File: src/rtl/lsq_pkg.sv
package lsq_pkg;
   localparam int unsigned CODE_W        = 3;
   localparam int unsigned NUM_CODES     = 1 << CODE_W;
   localparam int unsigned MAX_PERIOD_US = 2_000_000;
   localparam int unsigned DEFAULT_CODE  = 2;

   // unscaled stability period of each code, in microseconds
   function automatic int unsigned base_period_us(input int unsigned code);
      case (code)
         0:       return 0;
         1:       return 500;
         2:       return 1_000;
         3:       return 64_000;
         4:       return 256_000;
         5:       return 512_000;
         6:       return 1_000_000;
         default: return 2_000_000;
      endcase
   endfunction
endpackage

File: src/rtl/lsq_period_table.sv
module lsq_period_table #(
   parameter int unsigned SCALE_SHIFT = 0,
   parameter int unsigned CNT_W       = 21
) (
   input  logic [lsq_pkg::CODE_W-1:0] code,
   output logic [CNT_W-1:0]           limit
);
   import lsq_pkg::*;

   logic [CNT_W-1:0] table_q [NUM_CODES];

   // one constant per code, scaled at elaboration
   for (genvar i = 0; i < NUM_CODES; i++) begin : g_entry
      assign table_q[i] = CNT_W'(base_period_us(i) >> SCALE_SHIFT);
   end

   assign limit = table_q[code];
endmodule

File: src/rtl/lsq_qual_core.sv
module lsq_qual_core #(
   parameter int unsigned CNT_W     = 21,
   parameter int unsigned RESET_LIM = 1000
) (
   input  logic             clk,
   input  logic             rst_n,
   input  logic             link_raw,
   input  logic             tick_us,
   input  logic [CNT_W-1:0] new_limit,
   output logic             up_q,
   output logic [CNT_W-1:0] cnt_q,
   output logic [CNT_W-1:0] lim_q
);
   logic [CNT_W-1:0] cnt_inc;
   logic             reached;

   always_comb begin
      cnt_inc = cnt_q + CNT_W'(tick_us);
      reached = (cnt_inc >= lim_q);
   end

   always_ff @(posedge clk) begin
      if (!rst_n) begin
         cnt_q <= '0;
         lim_q <= CNT_W'(RESET_LIM);
         up_q  <= 1'b0;
      end else if (!link_raw) begin
         cnt_q <= '0;
         lim_q <= new_limit;
         up_q  <= 1'b0;
      end else if (!up_q) begin
         if (reached) begin
            up_q <= 1'b1;
         end else begin
            cnt_q <= cnt_inc;
         end
      end
   end
endmodule

File: src/rtl/lsq_change_pulse.sv
module lsq_change_pulse (
   input  logic clk,
   input  logic rst_n,
   input  logic level,
   output logic pulse
);
   logic level_d;

   always_ff @(posedge clk) begin
      if (!rst_n) level_d <= 1'b0;
      else        level_d <= level;
   end

   assign pulse = level ^ level_d;
endmodule

File: src/rtl/link_stab_qual.sv
module link_stab_qual #(
   parameter int unsigned SCALE_SHIFT = 0,
   parameter int unsigned RESET_CODE  = lsq_pkg::DEFAULT_CODE
) (
   input  logic                        clk,
   input  logic                        rst_n,
   input  logic                        link_raw,
   input  logic                        tick_us,
   input  logic [lsq_pkg::CODE_W-1:0]  period_code,
   output logic                        link_up,
   output logic                        link_chg
);
   import lsq_pkg::*;

   localparam int unsigned MAX_TICKS = MAX_PERIOD_US >> SCALE_SHIFT;
   localparam int unsigned CNT_W     = $clog2(MAX_TICKS + 1);
   localparam int unsigned RESET_LIM = base_period_us(RESET_CODE) >> SCALE_SHIFT;

   if (SCALE_SHIFT > 8) begin : g_bad_shift
      $error("SCALE_SHIFT above 8 collapses the 500 us period to zero");
   end
   if (RESET_CODE >= NUM_CODES) begin : g_bad_code
      $error("RESET_CODE out of range");
   end

   logic [CNT_W-1:0] sel_limit;
   logic [CNT_W-1:0] cnt_w;
   logic [CNT_W-1:0] lim_w;
   logic             up_w;

   lsq_period_table #(.SCALE_SHIFT(SCALE_SHIFT), .CNT_W(CNT_W)) u_table (
      .code  (period_code),
      .limit (sel_limit)
   );

   lsq_qual_core #(.CNT_W(CNT_W), .RESET_LIM(RESET_LIM)) u_core (
      .clk       (clk),
      .rst_n     (rst_n),
      .link_raw  (link_raw),
      .tick_us   (tick_us),
      .new_limit (sel_limit),
      .up_q      (up_w),
      .cnt_q     (cnt_w),
      .lim_q     (lim_w)
   );

   lsq_change_pulse u_pulse (
      .clk   (clk),
      .rst_n (rst_n),
      .level (up_w),
      .pulse (link_chg)
   );

   assign link_up = up_w;
endmodule

File: config.mk
export PLATFORM = sky130hd
export DESIGN_NAME = link_stab_qual
export DESIGN_NICKNAME = d
export VERILOG_FILES = /design/src/rtl/lsq_pkg.sv /design/src/rtl/lsq_period_table.sv /design/src/rtl/lsq_qual_core.sv /design/src/rtl/lsq_change_pulse.sv /design/src/rtl/link_stab_qual.sv
export SDC_FILE = /design/constraint.sdc
export NUM_CORES = 1
export LEC_CHECK = 0
export BUFFER_PORTS_ARGS = -buffer_cell sky130_fd_sc_hd__buf_4
export CAP_MARGIN = 20
export CORE_ASPECT_RATIO = 1.4
export CORE_MARGIN = 2
export CORE_UTILIZATION = 50
export DETAILED_ROUTE_END_ITERATION = 8
export HOLD_SLACK_MARGIN = 0.03
export PLACE_DENSITY_LB_ADDON = 0.2
export SLEW_MARGIN = 40
export SYNTH_ARGS = -nofsm -noshare
export SYNTH_HDL_FRONTEND = slang
export SYNTH_SLANG_ARGS = --single-unit
File: constraint.sdc
create_clock -name clk -period 3.11 [get_ports clk]
set_input_delay 0 -clock clk [delete_from_list [all_inputs] [get_ports clk]]
set_output_delay 0 -clock clk [all_outputs]
set_load 0.01 [all_outputs]
Yosys cells after proc, flatten, opt, wreduce, memory -nomap -nowiden
Memory sizes are Yosys's and may differ from the RTL's. A register that Yosys moved wholly into a read port is not among the register bits.
Cells that the tools add are included.
{"block": "word_totals", "ff_bits": 23, "rom_bits": 168, "n_memories": 1}
{"memory": "(no name shown)", "words": 8, "word_bits": 21, "rd": 1, "rd_clocked_by_memory_dff": 1, "write_ports": 0, "line_no": "lsq_period_table.sv:17", "source": "assign limit = table_q[code];"}
{"block": "classes", "reduce_logical": 4, "muxes": 2, "addsub": 1, "magnitude_cmp": 1, "n_bitwise": 4}
{"cell": "$add 21x1->21", "n": 1}
{"cell": "$ge 21x21->1", "n": 1}
{"cell": "$not 3->4", "n": 1}
{"cell": "$reduce_and 2->1", "n": 2}
{"cell": "$logic_not 1->1", "n": 2}
{"cell": "$mux 1", "n": 2}
{"cell": "$not 1->1", "n": 2}
{"cell": "$xor 1x1->1", "n": 1}

Logic depth before layout (Yosys ltp)
Gate-level depths: netlist of run 1.
{"block": "depth", "word_depth": 4, "depth_mapped": 13}

By module
A second synthesis of run 1 with hierarchy kept.
{"block": "hier_totals", "hier_cells": 344, "hier_area_um2": 2924.1}
{"mod": "lsq_qual_core", "cells_each": 305, "n_inst": 1, "area_per_inst_um2": 2648.8}
{"mod": "lsq_period_table", "cells_each": 36, "n_inst": 1, "area_per_inst_um2": 239.0}
{"mod": "lsq_change_pulse", "cells_each": 3, "n_inst": 1, "area_per_inst_um2": 36.3}

Least setup slack after synthesis of run 1
Ideal clock, no wire load.
{"block": "synth_path", "kind": "register to register", "startpoint": "register u_core.cnt_q[0]", "endpoint": "register u_core.cnt_q[12]", "n_path_buf": 1, "setup_time_ns": 0.072, "stages_incl_launch_ff": 14, "path_slack_ns": 0.129, "t_required_ns": 3.038, "arrival_time_ns": 2.910, "path_cell_list": "dfxtp_1 -> ha_1 -> ha_1 -> nand3_4 -> nor3_4 -> nand3_1 -> xnor2_1 -> ha_1 -> a21o_1 -> a21o_1 -> a211o_1 -> buf_2 -> nor4_1 -> mux2i_1"}
{"block": "synth_via", "elab_chain_cells": 4}
{"element": "start, declared", "line_no": "lsq_qual_core.sv:11", "source": "output logic [CNT_W-1:0] cnt_q,"}
{"element": "start signal, assigned", "line_no": "lsq_qual_core.sv:35", "source": "cnt_q <= cnt_inc;"}
{"element": "$add 21x1->21", "line_no": "lsq_qual_core.sv:18", "source": "cnt_inc = cnt_q + CNT_W'(tick_us);"}
{"element": "via u_core.cnt_inc[18]", "line_no": "lsq_qual_core.sv:14", "source": "logic [CNT_W-1:0] cnt_inc;"}
{"element": "$ge 21x21->1", "line_no": "lsq_qual_core.sv:19", "source": "reached = (cnt_inc >= lim_q);"}
{"element": "$not 1->1 (no source line)"}
{"element": "$reduce_and 2->1 (no source line)"}
The timed path passes the listed nets, and every way through them passes these cells.
A chain may end at the register's enable or synchronous reset.

Worst setup path after layout of run 1
{"block": "layout_path", "startpoint": "register u_core.cnt_q[0]", "endpoint": "register u_core.cnt_q[5]"}
Same word-level chain as after synthesis.

==> results of run 1 <==
==> what timing repair did <==
item | CTS | global route
gates resized for setup | 2 | 39
hold buffers | 2 | 0
buffers inserted | 0 | 4
endpoints found under the hold margin | 7 | 0
gates cloned | 0 | 2
pin swaps | 1 | 15
setup endpoints to repair | 7 | 22
==> power breakdown <==
group          total [W]  switching, W  internal, W
sequential      0.000506    0.00000688     0.000499
combinational   0.000103     0.0000592    0.0000441
clock           0.000329      0.000179     0.000151
total           0.000939      0.000245     0.000694
==> cells in the mapped netlist (all sizes together) (3+ instances only) <==
| cell type | n | area share (%) |
|---|---|---|
| nor2b | 9 | 2.1 |
| buf | 8 | 1.4 |
| dfxtp | 38 | 29 |
| nor3 | 3 | 1.4 |
| xnor2 | 19 | 6.3 |
| and2 | 4 | 0.95 |
| o21ai | 10 | 1.9 |
| nand2 | 39 | 5.6 |
| a21oi | 13 | 2.5 |
| inv | 22 | 3.1 |
| nand3 | 9 | 2.4 |
| nand2b | 17 | 4.1 |
| nor4 | 17 | 5.6 |
| ha | 25 | 12 |
| a22oi | 4 | 1.1 |
| nor2 | 10 | 1.4 |
| mux2i | 22 | 8.4 |
| nand4 | 8 | 1.9 |
| clkbuf | 7 | 1.0 |
| nor4b | 3 | 1.7 |
==> final cells by class <==
cell class / instances / area, um2
repair buffers: 34 / 344.1
multi-input cells: 232 / 1953
clock inverters: 2 / 10.01
fillers: 452 / 1817
inverters: 22 / 82.58
clock buffers: 5 / 68.82
well taps: 66 / 82.58
flip-flops and latches: 38 / 762.0
==> layout by cell type, fill, tap and decap left out, types with 5 or more instances in the layout <==
master / n
nand2_1: 39
dfxtp_1: 37
buf_4: 24
inv_1: 22
mux2i_1: 22
ha_1: 22
nand2b_1: 17
xnor2_1: 16
a21oi_1: 13
nor4_2: 13
nor2_1: 10
o21ai_0: 9
nor2b_1: 9
nand4_1: 8
nand3_2: 5
clkbuf_8: 5
==> worst max-delay path, delay by kind of cell, from the launching register on <==
family	cells	cell delay [ps]
fa+ha+maj	2	420
mux	1	230
buf+inv	3	410
flops	1	360
compound gates	1	130
simple gates	6	1060
xor+xnor	1	270
==> how the worst max path moves through the flow <==
stage          cells after the start             from                to
6_report                          14  u_core.cnt_q[0]   u_core.cnt_q[5]
5_1_grt                           13  u_core.cnt_q[0]   u_core.cnt_q[5]
4_1_cts                           13  u_core.cnt_q[0]  u_core.cnt_q[12]
3_5_place_dp                      13  u_core.cnt_q[0]  u_core.cnt_q[16]
3_3_place_gp                      13  u_core.cnt_q[0]  u_core.cnt_q[12]
2_1_floorplan                     13  u_core.cnt_q[0]  u_core.cnt_q[12]
==> flip-flops by register name, indices dropped and copies added (netlist names) <==
register / flops
u_core.up_q: 1
u_core.lim_q: 15
u_pulse.level_d: 1
u_core.cnt_q: 21
==> metrics by stage <==
stage	power (W)	instances	hold slack, ps	worst slack, ps	instance area, um2
5_1_grt	0.0009807	399	106.6	-54.63	3303
4_1_cts	0.0009453	394	80.80	-32.86	3002
6_report	0.0009386	399	84.25	142.2	3303
2_1_floorplan	0.0005819	307	128.2	128.7	2625
3_3_place_gp	0.0006112	385	261.1	13.16	2890
3_5_place_dp	0.0006138	385	264.1	-10.37	2890
==> metal layers <==
layer	vias up	global-route usage, %	wire, um
li1	1112	-	-
met1	1024	24.61	2482
met2	21	36.73	3103
met3	11	3.004	110
met4	0	7.118	119
met5	-	0	0
==> cells by family after synthesis <==
family / after synthesis / share of synthesized area [%]
AOI/OAI and AO/OA: 38 / 8.913
xor gates and xnor gates: 21 / 7.007
adders and majority gates: 25 / 11.92
buffers and inverters: 37 / 5.577
DFF: 38 / 28.98
muxes: 22 / 8.389
and+or+nand+nor: 126 / 29.22
==> out/results.ini, run 1 <==
[status]
status=complete, no violations

[global_route]
grt_pass1_wl_um=9528
grt_pass1_vias=2076
grt_max_degree=44
grt_antenna_before_repair=0
grt-ovfl-total=0
gr-usage-all-layers_pct=20.62

[routing]
routedWlPerCell_um=14.58
ant_nets=0
vias_per_cell=5.434
vias=2168
routed_wl_um=5816
drt-pass1-iter-count=4
drc=0
first_iter_violations=76

[yosys]
synth-seq-cells=38
ys_dominant_reg_cell=dfxtp_1
syn_inst=307
async_reset_ff_share_pct=0
syn_nets=339
avgSynthCellArea_um2=8.551
yosysUniqueCellTypes=42
synth_edf_count=0
ys_seq_area_share_pct=28.98
yosysWarnings=0
synth.cell_area_um2=2625

[sta]
setup_viol=0
slew_headroom_pct=72.36
fmax_mhz=336.9
final-max-slew-violation-count=0
tightest_slew_ps=414.7
period_share_pct=95.43
grt_setup_unrepaired=yes
period_minus_slack_ps=2968
tns_ps=0
finClkSkew_ps=1.978
hold_viol_final=0

[power]
ir_worst_vdd_v=0.0002840
power.density_nw_per_um2=284.2
power.leakage_nw=1.302

[finish]
fin_nets=365
final_core_util_pct=64.52
antenna_cells=0
syn_to_final_growth_pct=25.83
drive_gt1_share_pct=24.62

[flow_run]
timing.max_cap.violations=0

[clock_network]
cts_max_path_buffers=2
cts_tree=yes
cts_max_level=2
clk_latency_ps=290
clock_sinks=38
cts_buffers=5
path_clk_slew_ps=80
cts-root-buf=clkbuf_8

[critical_path]
cp-end-kind=flop
reg2reg_to=u_core.cnt_q[5]
critPathLaunchType=flop
r2r_slack_ps=140
rr_startpoint=u_core.cnt_q[0]
cp.required_ps=3330
crit_top_cell=nand4_1
cp_slowest_cell=dfxtp_2
slowest_delay_ps=360
crit_type=flop to flop
cp_max_fo=20
reg2reg_depth=14
cp.arrival_ps=3190
cp_cell_sequence=ha_4 > buf_6 > nand4_1 > nor3_4 > buf_6 > nand4_1 > xnor2_1 > ha_1 > nand4_1 > nor2_1 > o2bb2ai_2 > buf_12 > nor4_2 > mux2i_1

[floorplanning]
io-pin-count=9
core_area_um2=5120
rows=31
die_w_um=65.24
start_util_pct=51.27
dieArea_um2=5854
die_h_um=89.73

[placement]
hpwlAfterDp_um=4064
port_buffers=8
gp_congestion=0.7648

[hold_path]
hp-start=link_raw
whs_endpoint=u_core.lim_q[3]
min_path_cells=3
hold_class=primary input to flop

Note: power is estimated with default switching activity, not from simulation.
==> run 2, diff against run 1 <==
Settings changed: ABC_AREA set to 0, CTS_BUF_LIST set to sky130_fd_sc_hd__clkbuf_4 sky130_fd_sc_hd__clkbuf_8 sky130_fd_sc_hd__clkbuf_16, TNS_END_PERCENT set to 10.
==> out/results.ini, run 2 (synthesis results as in run 1) <==
[status]
status=complete, no violations  ; unchanged

[floorplanning]
rows=31  ; unchanged
start_util_pct=51.27  ; unchanged
dieArea_um2=5854  ; unchanged
die_w_um=65.24  ; unchanged
die_h_um=89.73  ; unchanged
core_area_um2=5120  ; unchanged
io-pin-count=9  ; unchanged

[clock_network]
cts_buffers=5  ; unchanged
cts_tree=yes  ; unchanged
clk_latency_ps=290  ; about the same
cts_max_level=2  ; unchanged
clock_sinks=38  ; unchanged
cts-root-buf=clkbuf_8  ; unchanged
cts_max_path_buffers=2  ; unchanged
path_clk_slew_ps=80  ; about the same

[placement]
port_buffers=8  ; unchanged
placed_cells=385  ; unchanged
hpwlAfterDp_um=4064  ; unchanged
gp_congestion=0.7648  ; unchanged

[global_route]
grt_max_degree=44  ; unchanged
met3_usage_pct=3.004  ; unchanged
met1_usage_pct=24.61  ; unchanged
use_met2_pct=36.73  ; unchanged
grt-ovfl-total=0  ; unchanged
grt_antenna_before_repair=0  ; unchanged
grt_pass1_wl_um=9528  ; unchanged
grt_pass1_vias=2076  ; unchanged
busiest_layer=met2  ; unchanged
gr-usage-all-layers_pct=20.62  ; unchanged

[finish]
largest_registers=u_core.cnt_q (21), u_core.lim_q (15)  ; unchanged
largest_register_ffs=21  ; unchanged
fin_nets=365  ; unchanged
drive_gt1_share_pct=24.32  ; was 24.62%
instances_no_fill=399  ; unchanged
largest-register=u_core.cnt_q  ; unchanged
final_core_util_pct=64.47  ; was 64.52%
final_cell_mix=nand2_1, dfxtp_1, buf_4  ; unchanged
antenna_cells=0  ; unchanged
syn_to_final_growth_pct=25.74  ; was 25.83%
layout_commonest_cell=nand2_1  ; unchanged

[critical_path]
critPathLaunchType=flop  ; unchanged
cp.required_ps=3330  ; about the same
crit_top_cell=nand4_1  ; unchanged
cp-end-kind=flop  ; unchanged
cp.arrival_ps=3180  ; was 3190 ps
cp_cell_sequence=ha_4 > buf_6 > nand4_1 > nor3_4 > buf_6 > nand4_1 > xnor2_1 > ha_1 > nand4_1 > nor2_1 > o2bb2ai_2 > buf_12 > nor4_2 > mux2i_1  ; unchanged
cp_slowest_cell=dfxtp_2  ; unchanged
crit_type=flop to flop  ; unchanged
slowest_delay_ps=360  ; about the same
cp_max_fo=20  ; unchanged

[sta]
hold_viol_final=0  ; unchanged
period_share_pct=95.28  ; was 95.43%
fmax_mhz=337.5  ; was 336.9 MHz
period_minus_slack_ps=2963  ; was 2968 ps
final-max-slew-violation-count=0  ; unchanged
tightest_slew_ps=412.3  ; was 414.7 ps
slew_headroom_pct=72.52  ; was 72.36%
setup_viol=0  ; unchanged
finClkSkew_ps=2.220  ; was 1.978 ps

[routing]
vias_per_cell=5.451  ; was 5.434
drt-pass1-iter-count=4  ; unchanged
routed_wl_um=5811  ; was 5816 um
drc=0  ; unchanged
ant_nets=0  ; unchanged
routedWlPerCell_um=14.56  ; was 14.58 um
vias=2175  ; was 2168
first_iter_violations=79  ; was 76

[power]
ir_worst_vdd_v=0.0002838  ; was 0.0002840 V
switching_share_pct=26.08  ; was 26.09%
p_sw_w=0.0002448  ; was 0.0002449 W
power.leakage_nw=1.303  ; was 1.302 nW
p_int_w=0.0006937  ; about the same
combPwrFrac_pct=11.0  ; about the same
p_seq_share_pct=53.9  ; about the same
power.density_nw_per_um2=284.3  ; was 284.2 nW/um2
power.clock.fraction_pct=35.1  ; about the same

[hold_path]
hold_class=primary input to flop  ; unchanged

[flow_run]
timing.max_cap.violations=0  ; unchanged

==> run 2: cell counts in the layout (fill, tap and decap cells not counted) <==
Identical to the previous run, type by type.
==> run 2: power groups by stage <==
stage	clock [W]	sequential [W]	combinational (W)
2_1_floorplan	0	0.000515	0.0000671
3_3_place_gp	0	0.000516	0.0000948
3_5_place_dp	0	0.000517	0.0000970
4_1_cts	0.000341	0.000505	0.0000996
5_1_grt	0.000356	0.000508	0.000117
6_report	0.000329	0.000506	0.000103
==> run 2: area by class of cell <==
class                   instances  area [um2]
repair buffers                 34       344.1
well taps                      66       82.58
clock buffers                   5       68.82
flip-flops and latches         38       762.0
clock inverters                 2       10.01
multi-input cells             232        1951
inverters                      22       82.58
fillers                       453        1819
==> run 2: through the flow <==
stage | hold slack, ps | instance area, um2 | TNS [ps] | total power, W | worst slack [ps]
floorplan | 128.2 | 2625 | 0 | 0.0005819 | 128.7
detailed placement | 264.1 | 2890 | -10.37 | 0.0006138 | -10.37
global route | 106.6 | 3301 | -51.19 | 0.0009806 | -48.08
global placement | 261.1 | 2890 | 0 | 0.0006112 | 13.16
CTS | 80.80 | 3002 | -197.6 | 0.0009453 | -32.86
finish | 84.67 | 3301 | 0 | 0.0009385 | 146.9
==> run 2: worst paths after layout <==
check | start | to | slack (ps) | depth (start not counted)
min | link_raw | u_core.lim_q[3] | 80 | 3
max reg2reg | u_core.cnt_q[0] | u_core.cnt_q[5] | 150 | 14
min reg2reg | u_core.cnt_q[0] | u_core.cnt_q[0] | 480 | 2
max | u_core.cnt_q[0] | u_core.cnt_q[5] | 150 | 14
==> run 2: repair_timing <==
item	in CTS	in global routing
endpoints found under the setup margin	7	22
setup buffers	0	4
hold buffers	2	0
endpoints found under the hold margin	7	0
pin swaps	1	16
cloned	0	2
gates resized for setup	2	38
==> run 2: worst max-delay path, delay by kind of cell (launching register included) <==
kind                     cells  cell delay (ps)
buffers and inverters        3              410
AND/OR/NAND/NOR              6             1060
multiplexers                 1              230
AO/OA/AOI/OAI                1              130
adder cells (fa/ha/maj)      2              420
flip-flops                   1              360
XOR/XNOR                     1              270
==> run 2: routing by layer <==
layer | share of wire, % | wire [um]
met1 | 42 | 2459
met2 | 53 | 3106
met3 | 2.2 | 127
met4 | 2.0 | 118
met5 | 0 | 0
